<file path="src/rtl/io_intr_pkg.sv">
`timescale 1ns/1ps
package io_intr_pkg;
  // positions within the 6-bit function field; decode depends on them
  localparam int FN_INP = 5;
  localparam int FN_OUT = 4;
  localparam int FN_SKI = 3;
  localparam int FN_SKO = 2;
  localparam int FN_ION = 1;
  localparam int FN_IOF = 0;
  localparam int FN_W   = 6;

  typedef struct packed {
    logic inp;
    logic outp;
    logic ski;
    logic sko;
    logic ion;
    logic iof;
  } io_fn_t;

  // increment modulo 2^w
  function automatic logic [31:0] wrap_inc(input logic [31:0] v, input int unsigned w);
    logic [31:0] mask;
    mask = (w >= 32) ? 32'hFFFF_FFFF : ((32'd1 << w) - 32'd1);
    return (v + 32'd1) & mask;
  endfunction
endpackage

</file>
<file path="src/rtl/io_instr_decode.sv">
`timescale 1ns/1ps
module io_instr_decode
  import io_intr_pkg::*;
#(
  parameter int STEP_W    = 4,
  parameter int EXEC_STEP = 3
) (
  input  logic              d7,
  input  logic              ir_ind,
  input  logic [FN_W-1:0]   ir_ctl,
  input  logic [STEP_W-1:0] step,
  input  logic              intr_busy,
  output logic              io_exec,
  output io_fn_t            fn
);
  localparam logic [STEP_W-1:0] EXEC_S = STEP_W'(EXEC_STEP);

  assign io_exec = d7 && ir_ind && (step == EXEC_S) && !intr_busy;

  always_comb begin
    fn      = '0;
    if (io_exec) begin
      fn.inp  = ir_ctl[FN_INP];
      fn.outp = ir_ctl[FN_OUT];
      fn.ski  = ir_ctl[FN_SKI];
      fn.sko  = ir_ctl[FN_SKO];
      fn.ion  = ir_ctl[FN_ION];
      fn.iof  = ir_ctl[FN_IOF];
    end
  end
endmodule

</file>
<file path="src/rtl/io_port_regs.sv">
`timescale 1ns/1ps
module io_port_regs #(
  parameter int CHR_W = 8
) (
  input  logic             clk,
  input  logic             rst_n,
  input  logic             dev_in_load,
  input  logic [CHR_W-1:0] dev_in_char,
  input  logic             dev_out_done,
  input  logic             take_in,
  input  logic             put_out,
  input  logic [CHR_W-1:0] ac_lo,
  output logic [CHR_W-1:0] in_reg,
  output logic [CHR_W-1:0] out_reg,
  output logic             fgi,
  output logic             fgo
);
  always_ff @(posedge clk) begin
    if (!rst_n) begin
      in_reg  <= '0;
      out_reg <= '0;
      fgi     <= 1'b0;
      fgo     <= 1'b0;
    end else begin
      if (dev_in_load) begin
        in_reg <= dev_in_char;
        fgi    <= 1'b1;
      end else if (take_in) begin
        fgi    <= 1'b0;
      end
      if (put_out) out_reg <= ac_lo;
      if (dev_out_done)  fgo <= 1'b1;
      else if (put_out)  fgo <= 1'b0;
    end
  end


  fgi_rise_src_chk: assert property (@(posedge clk) disable iff (!rst_n)
    $rose(fgi) |-> $past(dev_in_load));

  inp_clears_fgi_chk: assert property (@(posedge clk) disable iff (!rst_n)
    (take_in && !dev_in_load) |=> !fgi);

  out_clears_fgo_chk: assert property (@(posedge clk) disable iff (!rst_n)
    (put_out && !dev_out_done) |=> (!fgo && out_reg == $past(ac_lo)));
endmodule

</file>
<file path="src/rtl/intr_ctrl.sv">
`timescale 1ns/1ps
module intr_ctrl
  import io_intr_pkg::*;
#(
  parameter int PC_W      = 12,
  parameter int STEP_W    = 4,
  parameter int FETCH_LEN = 3
) (
  input  logic              clk,
  input  logic              rst_n,
  input  logic [STEP_W-1:0] step,
  input  logic [PC_W-1:0]   pc_in,
  input  logic              fgi,
  input  logic              fgo,
  input  logic              set_en,
  input  logic              clr_en,
  output logic              ien,
  output logic              intr_req,
  output logic [PC_W-1:0]   saved_pc,
  output logic              mem_we,
  output logic              pc_wr_en,
  output logic [PC_W-1:0]   pc_wr_data,
  output logic              seq_done
);
  localparam logic [STEP_W-1:0] S0    = STEP_W'(0);
  localparam logic [STEP_W-1:0] S1    = STEP_W'(1);
  localparam logic [STEP_W-1:0] S2    = STEP_W'(2);
  localparam logic [STEP_W-1:0] S_MIN = STEP_W'(FETCH_LEN);

  logic capture, jump, raise;

  assign capture  = intr_req && (step == S0);
  assign jump     = intr_req && (step == S1);
  assign seq_done = intr_req && (step == S2);
  assign raise    = !intr_req && ien && (fgi || fgo) && (step >= S_MIN);

  assign mem_we     = jump;
  assign pc_wr_en   = jump || seq_done;
  assign pc_wr_data = jump ? '0 : PC_W'(wrap_inc(32'(pc_in), PC_W));

  always_ff @(posedge clk) begin
    if (!rst_n) begin
      ien      <= 1'b0;
      intr_req <= 1'b0;
      saved_pc <= '0;
    end else begin
      if (capture) saved_pc <= pc_in;
      if (seq_done) begin
        ien      <= 1'b0;
        intr_req <= 1'b0;
      end else begin
        if (clr_en)      ien <= 1'b0;
        else if (set_en) ien <= 1'b1;
        if (raise) intr_req <= 1'b1;
      end
    end
  end


  rise_needs_enable_chk: assert property (@(posedge clk) disable iff (!rst_n)
    $rose(intr_req) |-> ($past(ien) && ($past(fgi) || $past(fgo))));

  intr_exit_chk: assert property (@(posedge clk) disable iff (!rst_n)
    seq_done |=> (!ien && !intr_req));

  save_capture_chk: assert property (@(posedge clk) disable iff (!rst_n)
    capture |=> (saved_pc == $past(pc_in)));
endmodule

</file>
<file path="src/rtl/io_intr_unit.sv">
`timescale 1ns/1ps
module io_intr_unit
  import io_intr_pkg::*;
#(
  parameter int CHR_W     = 8,
  parameter int PC_W      = 12,
  parameter int STEP_W    = 4,
  parameter int SAVE_ADDR = 0
) (
  input  logic              clk,
  input  logic              rst_n,
  input  logic              d7,
  input  logic              ir_ind,
  input  logic [5:0]        ir_ctl,
  input  logic [STEP_W-1:0] step,
  input  logic [CHR_W-1:0]  ac_lo,
  input  logic [PC_W-1:0]   pc_in,
  input  logic              dev_in_load,
  input  logic [CHR_W-1:0]  dev_in_char,
  input  logic              dev_out_done,
  output logic              ac_wr_en,
  output logic [CHR_W-1:0]  ac_wr_data,
  output logic [CHR_W-1:0]  out_char,
  output logic              out_strobe,
  output logic              skip,
  output logic              pc_wr_en,
  output logic [PC_W-1:0]   pc_wr_data,
  output logic              mem_we,
  output logic [PC_W-1:0]   mem_addr,
  output logic [PC_W-1:0]   mem_wdata,
  output logic              sc_clr,
  output logic              fgi,
  output logic              fgo,
  output logic              ien,
  output logic              intr_req
);
  logic   io_exec, seq_done;
  io_fn_t fn;

  io_instr_decode #(.STEP_W(STEP_W), .EXEC_STEP(3)) u_dec (
    .d7(d7), .ir_ind(ir_ind), .ir_ctl(ir_ctl), .step(step),
    .intr_busy(intr_req), .io_exec(io_exec), .fn(fn)
  );

  io_port_regs #(.CHR_W(CHR_W)) u_port (
    .clk(clk), .rst_n(rst_n),
    .dev_in_load(dev_in_load), .dev_in_char(dev_in_char),
    .dev_out_done(dev_out_done),
    .take_in(fn.inp), .put_out(fn.outp), .ac_lo(ac_lo),
    .in_reg(ac_wr_data), .out_reg(out_char), .fgi(fgi), .fgo(fgo)
  );

  intr_ctrl #(.PC_W(PC_W), .STEP_W(STEP_W), .FETCH_LEN(3)) u_intr (
    .clk(clk), .rst_n(rst_n), .step(step), .pc_in(pc_in),
    .fgi(fgi), .fgo(fgo), .set_en(fn.ion), .clr_en(fn.iof),
    .ien(ien), .intr_req(intr_req), .saved_pc(mem_wdata),
    .mem_we(mem_we), .pc_wr_en(pc_wr_en), .pc_wr_data(pc_wr_data),
    .seq_done(seq_done)
  );

  assign ac_wr_en   = fn.inp;
  assign out_strobe = fn.outp;
  assign skip       = (fn.ski && fgi) || (fn.sko && fgo);
  assign sc_clr     = io_exec || seq_done;
  assign mem_addr   = PC_W'(SAVE_ADDR);


  io_idle_in_intr_chk: assert property (@(posedge clk) disable iff (!rst_n)
    intr_req |-> !(ac_wr_en || out_strobe || skip));

  mem_pc_pair_chk: assert property (@(posedge clk) disable iff (!rst_n)
    mem_we |-> (pc_wr_en && pc_wr_data == '0));
endmodule

</file>
<file path="config.mk">
export PLATFORM = sky130hd
export DESIGN_NAME = io_intr_unit
export DESIGN_NICKNAME = d
export VERILOG_FILES = /design/src/rtl/io_intr_pkg.sv /design/src/rtl/io_instr_decode.sv /design/src/rtl/io_port_regs.sv /design/src/rtl/intr_ctrl.sv /design/src/rtl/io_intr_unit.sv
export SDC_FILE = /design/constraint.sdc
export NUM_CORES = 1
export LEC_CHECK = 0
export BUFFER_PORTS_ARGS = -buffer_cell sky130_fd_sc_hd__clkbuf_2
export CAP_MARGIN = 20
export CORE_AREA = 2 2 66 68
export CTS_BUF_LIST = sky130_fd_sc_hd__clkbuf_4 sky130_fd_sc_hd__clkbuf_8
export CTS_CLUSTER_SIZE = 14
export DETAILED_ROUTE_END_ITERATION = 10
export DIE_AREA = 0 0 68 70
export PLACE_DENSITY = 0.84
export SYNTH_ARGS = -nofsm -noshare
export SYNTH_HDL_FRONTEND = slang
export SYNTH_HIERARCHICAL = 1
export SYNTH_SLANG_ARGS = --single-unit
</file>
<file path="constraint.sdc">
create_clock -name clk -period 1.85 [get_ports clk]
set_input_delay 0.37 -clock clk [delete_from_list [all_inputs] [get_ports clk]]
set_output_delay 0.37 -clock clk [all_outputs]
set_load 0.01 [all_outputs]
</file>
==> flow_summary_export.csv, run 1 <==
group,metric,value,unit
outcome,status,"complete, but fails checks",
outcome,failed_checks,"negative setup slack",
synth,synth-edff-count,0,
timing,min_period,1.899,ns
clocking,tritoncts,"built",
synth,synth_seq_cells,32,
detailed_routing,detail_route.wl_per_cell,12.49,um
synth,async_flop_share,0,
synth,synthDominantCellAreaShare,0.3588,
final_layout,finalNetCount,360,
synth,syn_area,1785,um^2
min_path,timing.hold.worst.class,"input port to register",
synth,synth_warnings,6,
critical_path,crit_required,1.48,ns
die,initial_core_util,0.4309,
detailed_routing,first_pass_iters,4,
clocking,numCtsBuffers,5,
timing,slew_viol_final,0,
critical_path,critPathCaptureType,"output port",
global_route,track_usage,0.1908,
synth,synth_ff_type,"dfxtp_1",
detailed_routing,ant_nets,0,
clocking,clk_latency,0.27,ns
timing,worstMarginPinSlew,0.5191,ns
synth,syn_area_per_cell,8.972,um^2
final_layout,post_route_cells_drive_above_1_share,0.4684,
timing,timing.fmax,0.5265,GHz
critical_path,cp.arrival,1.53,ns
timing,min_period_over_period,1.027,
final_layout,diodes,0,
flow_run,cap_violations,0,
die,die_x,68,um
placed_design,pre_cts_ws,-0.1196,ns
die,io_pins,106,
synth,yosysTopAreaCell,"dfxtp_1",
synth,synthDistinctLibCells,44,
detailed_routing,drt_iter0_drc,67,
clocking,cts_buffer_depth,2,
synth,synth-seq-area-share,0.3588,
clocking,htree_levels,2,
timing,final_hold_viol_count,0,
die,die_y,70,um
detailed_routing,via_per_inst,4.997,
global_route,grt_pass1_wl,7265,um
critical_path,critPathKind,"register to output port",
timing,finalSetupTns,-0.4620,ns
timing,skew,0.006118,ns
pwr,p_per_area,627.3,nW/um^2
timing,grt_setup_unrepaired,"true",
timing,worst_slack,-0.04919,ns
pwr,internal_power,0.001244,W
detailed_routing,drc,0,
die,coreArea,4144,um^2
final_layout,synthToLayoutAreaGrowth,46.25,%
global_route,antenna_found_initial,0,
synth,synth_cells,199,
timing,setup-violations-final,12,
placed_design,io_buffers,93,
critical_path,crit_fanout,13,
pwr,combPwrFrac,0.164,
synth,ys_top_cells_by_area,"dfxtp_1 (36%), mux2i_1 (9.0%), nor2b_1 (6.7%), buf_4 (5.5%), a21boi_0 (4.6%)",
clocking,cts-root-buf,"clkbuf_8",
pwr,p_seq_frac,0.435,
pwr,p_clk_frac,0.401,
die,die_area,4760,um^2
pwr,swShare,0.2403,
detailed_routing,wirelength,4595,um
clocking,hold_buffers,0,
global_route,first_global_vias,1678,
pwr,power_switching,0.0003936,W
detailed_routing,vias,1839,
clocking,cts_num_sinks,32,
final_layout,largest_reg_flops,12,
pwr,finalPower,0.001638,W
die,row_count,24,
global_route,grt_max_degree,33,
placed_design,gp_congestion,0.8484,
global_route,overflow,0,
placed_design,dp_hpwl,3432,um
timing,maxSlewHeadroom,0.6539,
critical_path,cp-start-kind,"register",
pwr,max-vdd-ir-drop,0.0005243,V
pwr,p_leak,1.185,nW
clocking,path_clk_slew,0.07,ns
## Yosys cell counts, types with 3 or more instances
master    instances
a21boi_0         11
a21oi_1           7
buf_4            13
buf_6             3
clkbuf_1          3
dfxtp_1          32
inv_1             9
mux2i_1          16
nand3_1          14
nor2_1            7
nor2b_1          19
nor4_1            6
o21ai_0          16
o31ai_1           4
## power by group through the flow
stage	Sequential, W	Combinational, W	Clock, W
2_1_floorplan	0.000734	0.000128	0
5_1_grt	0.000714	0.000294	0.000705
4_1_cts	0.000712	0.000263	0.000681
6_report	0.000713	0.000269	0.000656
3_5_place_dp	0.000728	0.000253	0
3_3_place_gp	0.000727	0.000248	0
## layer usage
metal | wire (um) | up-vias | global-route usage
met5 | 0 | - | 0
met2 | 2357 | 69 | 0.3247
met3 | 227 | 10 | 0.02576
met4 | 87 | 0 | 0.07556
li1 | - | 920 | -
met1 | 1924 | 840 | 0.2368
## worst max-delay path, stage by stage (launching register included)
cell,delay (ns)
dfxtp_2,0.33
or4b_4,0.48
nor2_4,0.12
buf_12,0.14
a21oi_2,0.03
buf_2,0.15
## path summary, 6_finish.rpt
| check | start | end | slack (ns) | cells past startpoint |
|---|---|---|---|---|
| max reg2reg | u_intr/intr_req$_SDFFE_PP0P_ | u_port/out_reg[6]$_SDFFE_PN0P_ | 0.28 | 7 |
| max | u_intr/intr_req$_SDFFE_PP0P_ | pc_wr_data[10] | -0.05 | 5 |
| min reg2reg | u_intr/saved_pc[6]$_SDFFE_PN0P_ | u_intr/saved_pc[6]$_SDFFE_PN0P_ | 0.48 | 2 |
| min | dev_out_done | u_port/fgo$_SDFFE_PN0P_ | 0.32 | 2 |
## final cells by class
cell class	instances	area, um^2
clock buffer	6	76.32
multi-input combinational	148	1077
fill	358	1533
clock inverter	2	35.03
tap	52	65.06
timing repair buffer	119	681.9
sequential	32	641.9
inverter	9	33.78
## cell families after synthesis
kind of cell,after synthesis,share of synthesized area
multiplexers,16,0.08970
XOR/XNOR,3,0.01472
other,1,0.002100
buffers and inverters,30,0.1044
AND/OR/NAND/NOR,71,0.2649
flip-flops,32,0.3588
AO/OA/AOI/OAI,45,0.1584
adder cells (fa/ha/maj),1,0.007007
## per-stage QoR
stage,std cells,instance area (um^2),hold slack [ns],utilization
final,368,2611,0.3156,0.6301
after global routing,368,2611,0.3243,0.6301
after CTS,366,2559,0.3058,0.6175
after global placement,358,2404,0.4603,0.5800
after floorplan,210,1827,0.4938,-
after detailed placement,358,2404,0.4652,0.5800
## what timing repair did
action                     in CTS  in global routing
buffers inserted                0                  2
pin swaps                       0                  1
resized for setup               8                  9
setup endpoints to repair      14                 16
## cells in the final DEF (no fill, tap or decap), drive strengths merged, types with 2 or more instances in the layout
master,netlist,layout
a21oi,8,8
nor4b,2,2
or4,3,3
or3,4,4
nor2,8,8
dfxtp,32,32
nor4,6,6
o31ai,4,4
nand2,2,2
nand2b,2,2
or2,2,2
xnor2,2,2
mux2i,16,16
nand4,3,3
nand3,16,16
inv,9,9
buf,17,29
o21a,2,2
conb,1,12
nor2b,19,19
clkbuf,4,96
o21ai,16,16
a21boi,12,12
Power figures use the tool's default switching activity.
==> run 2, diff against run 1 <==
--- a/config.mk
+++ b/config.mk
@@ -7,13 +7,12 @@
 export LEC_CHECK = 0
 export BUFFER_PORTS_ARGS = -buffer_cell sky130_fd_sc_hd__clkbuf_2
 export CAP_MARGIN = 20
-export CORE_AREA = 2 2 66 68
+export CORE_AREA = 2 2 65 67
 export CTS_BUF_LIST = sky130_fd_sc_hd__clkbuf_4 sky130_fd_sc_hd__clkbuf_8
 export CTS_CLUSTER_SIZE = 14
 export DETAILED_ROUTE_END_ITERATION = 10
-export DIE_AREA = 0 0 68 70
+export DIE_AREA = 0 0 67 69
 export PLACE_DENSITY = 0.84
 export SYNTH_ARGS = -nofsm -noshare
 export SYNTH_HDL_FRONTEND = slang
-export SYNTH_HIERARCHICAL = 1
 export SYNTH_SLANG_ARGS = --single-unit
==> run 2 against run 1 <==
Net effect: the run still ends with negative setup slack left; core utilization increased by 1.7 points; cell count increased by 3.3%; count of clock-buffer cells in the layout increased by 2; total power decreased by 4.8%; combinational power increased by 2%; setup slack got worse by 0.13 ns; global-route usage increased by 2.6 points; synthesized cell count increased by 4.0%; sequential power about the same; register-to-register slack improved by 0.14 ns; die area decreased by 2.9%; hold slack got worse by 0.022 ns; highest routed layer unchanged.
==> flow_summary_export.csv, run 2 <==
group,metric,value,unit
synth,synth-edff-count,0,
detailed_routing,wirelength,4992,um
clocking,hold_buffers,0,
critical_path,crit_fanout,4,
critical_path,reg2reg_to,"u_port.out_reg[6]$_SDFFE_PN0P_",
die,die_y,69,um
final_layout,final_common_cell,"clkbuf_2",
placed_design,place_inst,365,
final_layout,multi_input_area,965.9,um^2
synth,synth_cells,207,
critical_path,cp.arrival,1.66,ns
clocking,numCtsBuffers,5,
final_layout,largest_reg_flops,12,
timing,finalSetupTns,-1.036,ns
synth,syn_area,1684,um^2
min_path,min_path_cells,3,
detailed_routing,routed-wl-met2,2558,um
synth,yosys-top-cells-count,"dfxtp_1 (32), nand2_1 (25), a21oi_1 (20)",
final_layout,num-fill-cells,340,
synth,synth_warnings,0,
final_layout,mostFrequentLayoutCells,"clkbuf_2 (87), buf_4 (34), dfxtp_1 (31)",
placed_design,gp_congestion,0.7660,
clocking,tritoncts,"built",
outcome,failed_checks,"negative setup slack",
final_layout,seq_area,641.9,um^2
final_layout,finalNetCount,374,
flow_run,cap_violations,0,
timing,min_period_over_period,1.099,
timing,final_hold_viol_count,0,
die,coreArea,3914,um^2
detailed_routing,via_per_inst,5.042,
detailed_routing,wl_met1,2015,um
timing,grt_setup_unrepaired,"true",
timing,min_period,2.033,ns
detailed_routing,first_pass_iters,4,
critical_path,crit_required,1.48,ns
timing,whs,0.2936,ns
pwr,p_leak,1.220,nW
detailed_routing,routed.top_layer,"met4",
detailed_routing,drt_iter0_drc,86,
critical_path,rrSetupSlack,0.42,ns
synth,synth_seq_cells,32,
critical_path,cp-start-kind,"input port",
detailed_routing,vias,1916,
global_route,first_global_vias,1805,
final_layout,final_util,0.6471,
timing,skew,0.001533,ns
die,die_x,67,um
synth,yosysTopAreaCell,"dfxtp_1",
min_path,timing.hold.worst.class,"input port to register",
global_route,antenna_found_initial,0,
clocking,cts_buffer_depth,2,
clocking,htree_levels,2,
min_path,hold_start,"dev_out_done",
timing,maxSlewHeadroom,0.5859,
synth,async_flop_share,0,
detailed_routing,drc,0,
synth,ys_top_cells_by_area,"dfxtp_1 (38%), mux2i_1 (11%), buf_4 (6.2%), a21oi_1 (5.9%), nand2_1 (5.6%)",
critical_path,reg2reg_depth,5,
clocking,clk_latency,0.27,ns
die,row_count,23,
synth,synth-seq-area-share,0.3804,
pwr,p_per_area,615.9,nW/um^2
synth,syn_area_per_cell,8.136,um^2
timing,timing.fmax,0.4918,GHz
timing,setup-violations-final,13,
timing,worst_slack,-0.1835,ns
synth,synthDominantCellAreaShare,0.3804,
clocking,path_clk_slew,0.06,ns
critical_path,critPathCaptureType,"output port",
die,io_pins,106,
clocking,cts-root-buf,"clkbuf_8",
critical_path,critPathKind,"input port to output port",
synth,synth_ff_type,"dfxtp_1",
final_layout,synthToLayoutAreaGrowth,50.37,%
die,die_area,4623,um^2
global_route,overflow,0,
timing,slew_viol_final,0,
detailed_routing,ant_nets,0,
critical_path,r2r_start,"u_intr.intr_req$_SDFFE_PP0P_",
detailed_routing,detail_route.wl_per_cell,13.14,um
detailed_routing,wl_met3,365,um
pwr,max-vdd-ir-drop,0.0005490,V
global_route,track_usage,0.2172,
final_layout,post_route_cells_drive_above_1_share,0.4606,
outcome,status,"complete, but fails checks",
min_path,holdPathEnd,"u_port.fgo$_SDFFE_PN0P_",
clocking,cts_num_sinks,32,
global_route,grt_pass1_wl,8045,um
final_layout,fin_cells,380,
placed_design,dp_hpwl,3638,um
final_layout,diodes,0,
timing,worstMarginPinSlew,0.6205,ns
global_route,grt_max_degree,21,
synth,synthDistinctLibCells,37,
placed_design,io_buffers,93,
die,initial_core_util,0.4303,
synth,yosysMostFrequentCell,"dfxtp_1",
==> run 2: cell count changes after synthesis, sizes merged, moves of 3 or more <==
cell	change
nor2	+7
nor4	-5
inv	-5
nand2	+23
a21boi	-12
nor2b	-18
and3	+3
a21oi	+12
o21ai	+4
==> run 2: per-layer routing <==
layer,GRT usage,vias up
li1,-,944
met1,0.2487,889
met2,0.3795,76
met3,0.06688,7
met4,0.06122,0
met5,0,-
==> run 2: worst max-delay path: stages <==
cell and delay, ns:
clkbuf_2 0.11, ha_2 0.18, nand4_1 0.18, buf_4 0.21
or3_1 0.33, a21oi_1 0.13, buf_2 0.15
==> run 2: stage by stage <==
step	area (um^2)	setup WS [ns]	power (W)
floorplan	1725	0.04170	0.0008619
global placement	2323	-0.1095	0.0009757
detailed placement	2323	-0.1574	0.0009826
CTS	2470	-0.1092	0.001564
global route	2532	-0.2300	0.001645
finish	2532	-0.1835	0.001560
==> run 2: worst max-delay path by stage <==
stage             start        endpoint  slack [ns]
2_1_floorplan  pc_in[0]  pc_wr_data[10]        0.04
3_3_place_gp   pc_in[0]  pc_wr_data[11]       -0.11
3_5_place_dp   pc_in[0]  pc_wr_data[11]       -0.16
4_1_cts        pc_in[5]  pc_wr_data[10]       -0.11
5_1_grt        pc_in[1]   pc_wr_data[8]       -0.23
6_report       pc_in[1]   pc_wr_data[8]       -0.18
==> run 2: final cells by class <==
| cell class | count | area share |
|---|---|---|
| clock buffers | 8 | 0.03854 |
| inverters | 4 | 0.005929 |
| multi-input cells | 158 | 0.3814 |
| repair buffers | 128 | 0.2959 |
| flip-flops and latches | 32 | 0.2535 |
| well taps | 50 | 0.02470 |
==> run 2: kinds of logic (layout without fill, tap and decap cells) <==
group | count (synthesis) | in the layout | synth area share
adder cells (fa/ha/maj) | 1 | 1 | 0.007428
XOR/XNOR | 3 | 3 | 0.01560
other | 1 | 12 | 0.002227
buffers and inverters | 28 | 140 | 0.09955
AO/OA/AOI/OAI | 48 | 48 | 0.1568
flip-flops | 32 | 32 | 0.3804
multiplexers | 18 | 18 | 0.1070
AND/OR/NAND/NOR | 76 | 76 | 0.2311
==> run 2: where the power goes <==
group          internal, W  switching (W)
logic             0.000126       0.000149
registers         0.000705      0.0000102
clock network     0.000332       0.000238
total              0.00116       0.000397
==> run 2: repair_timing <==
action,4_1_cts,5_1_grt
cloned,0,0
pin swaps,7,3
resized for setup,8,11
setup buffers,2,5
setup endpoints to repair,14,17
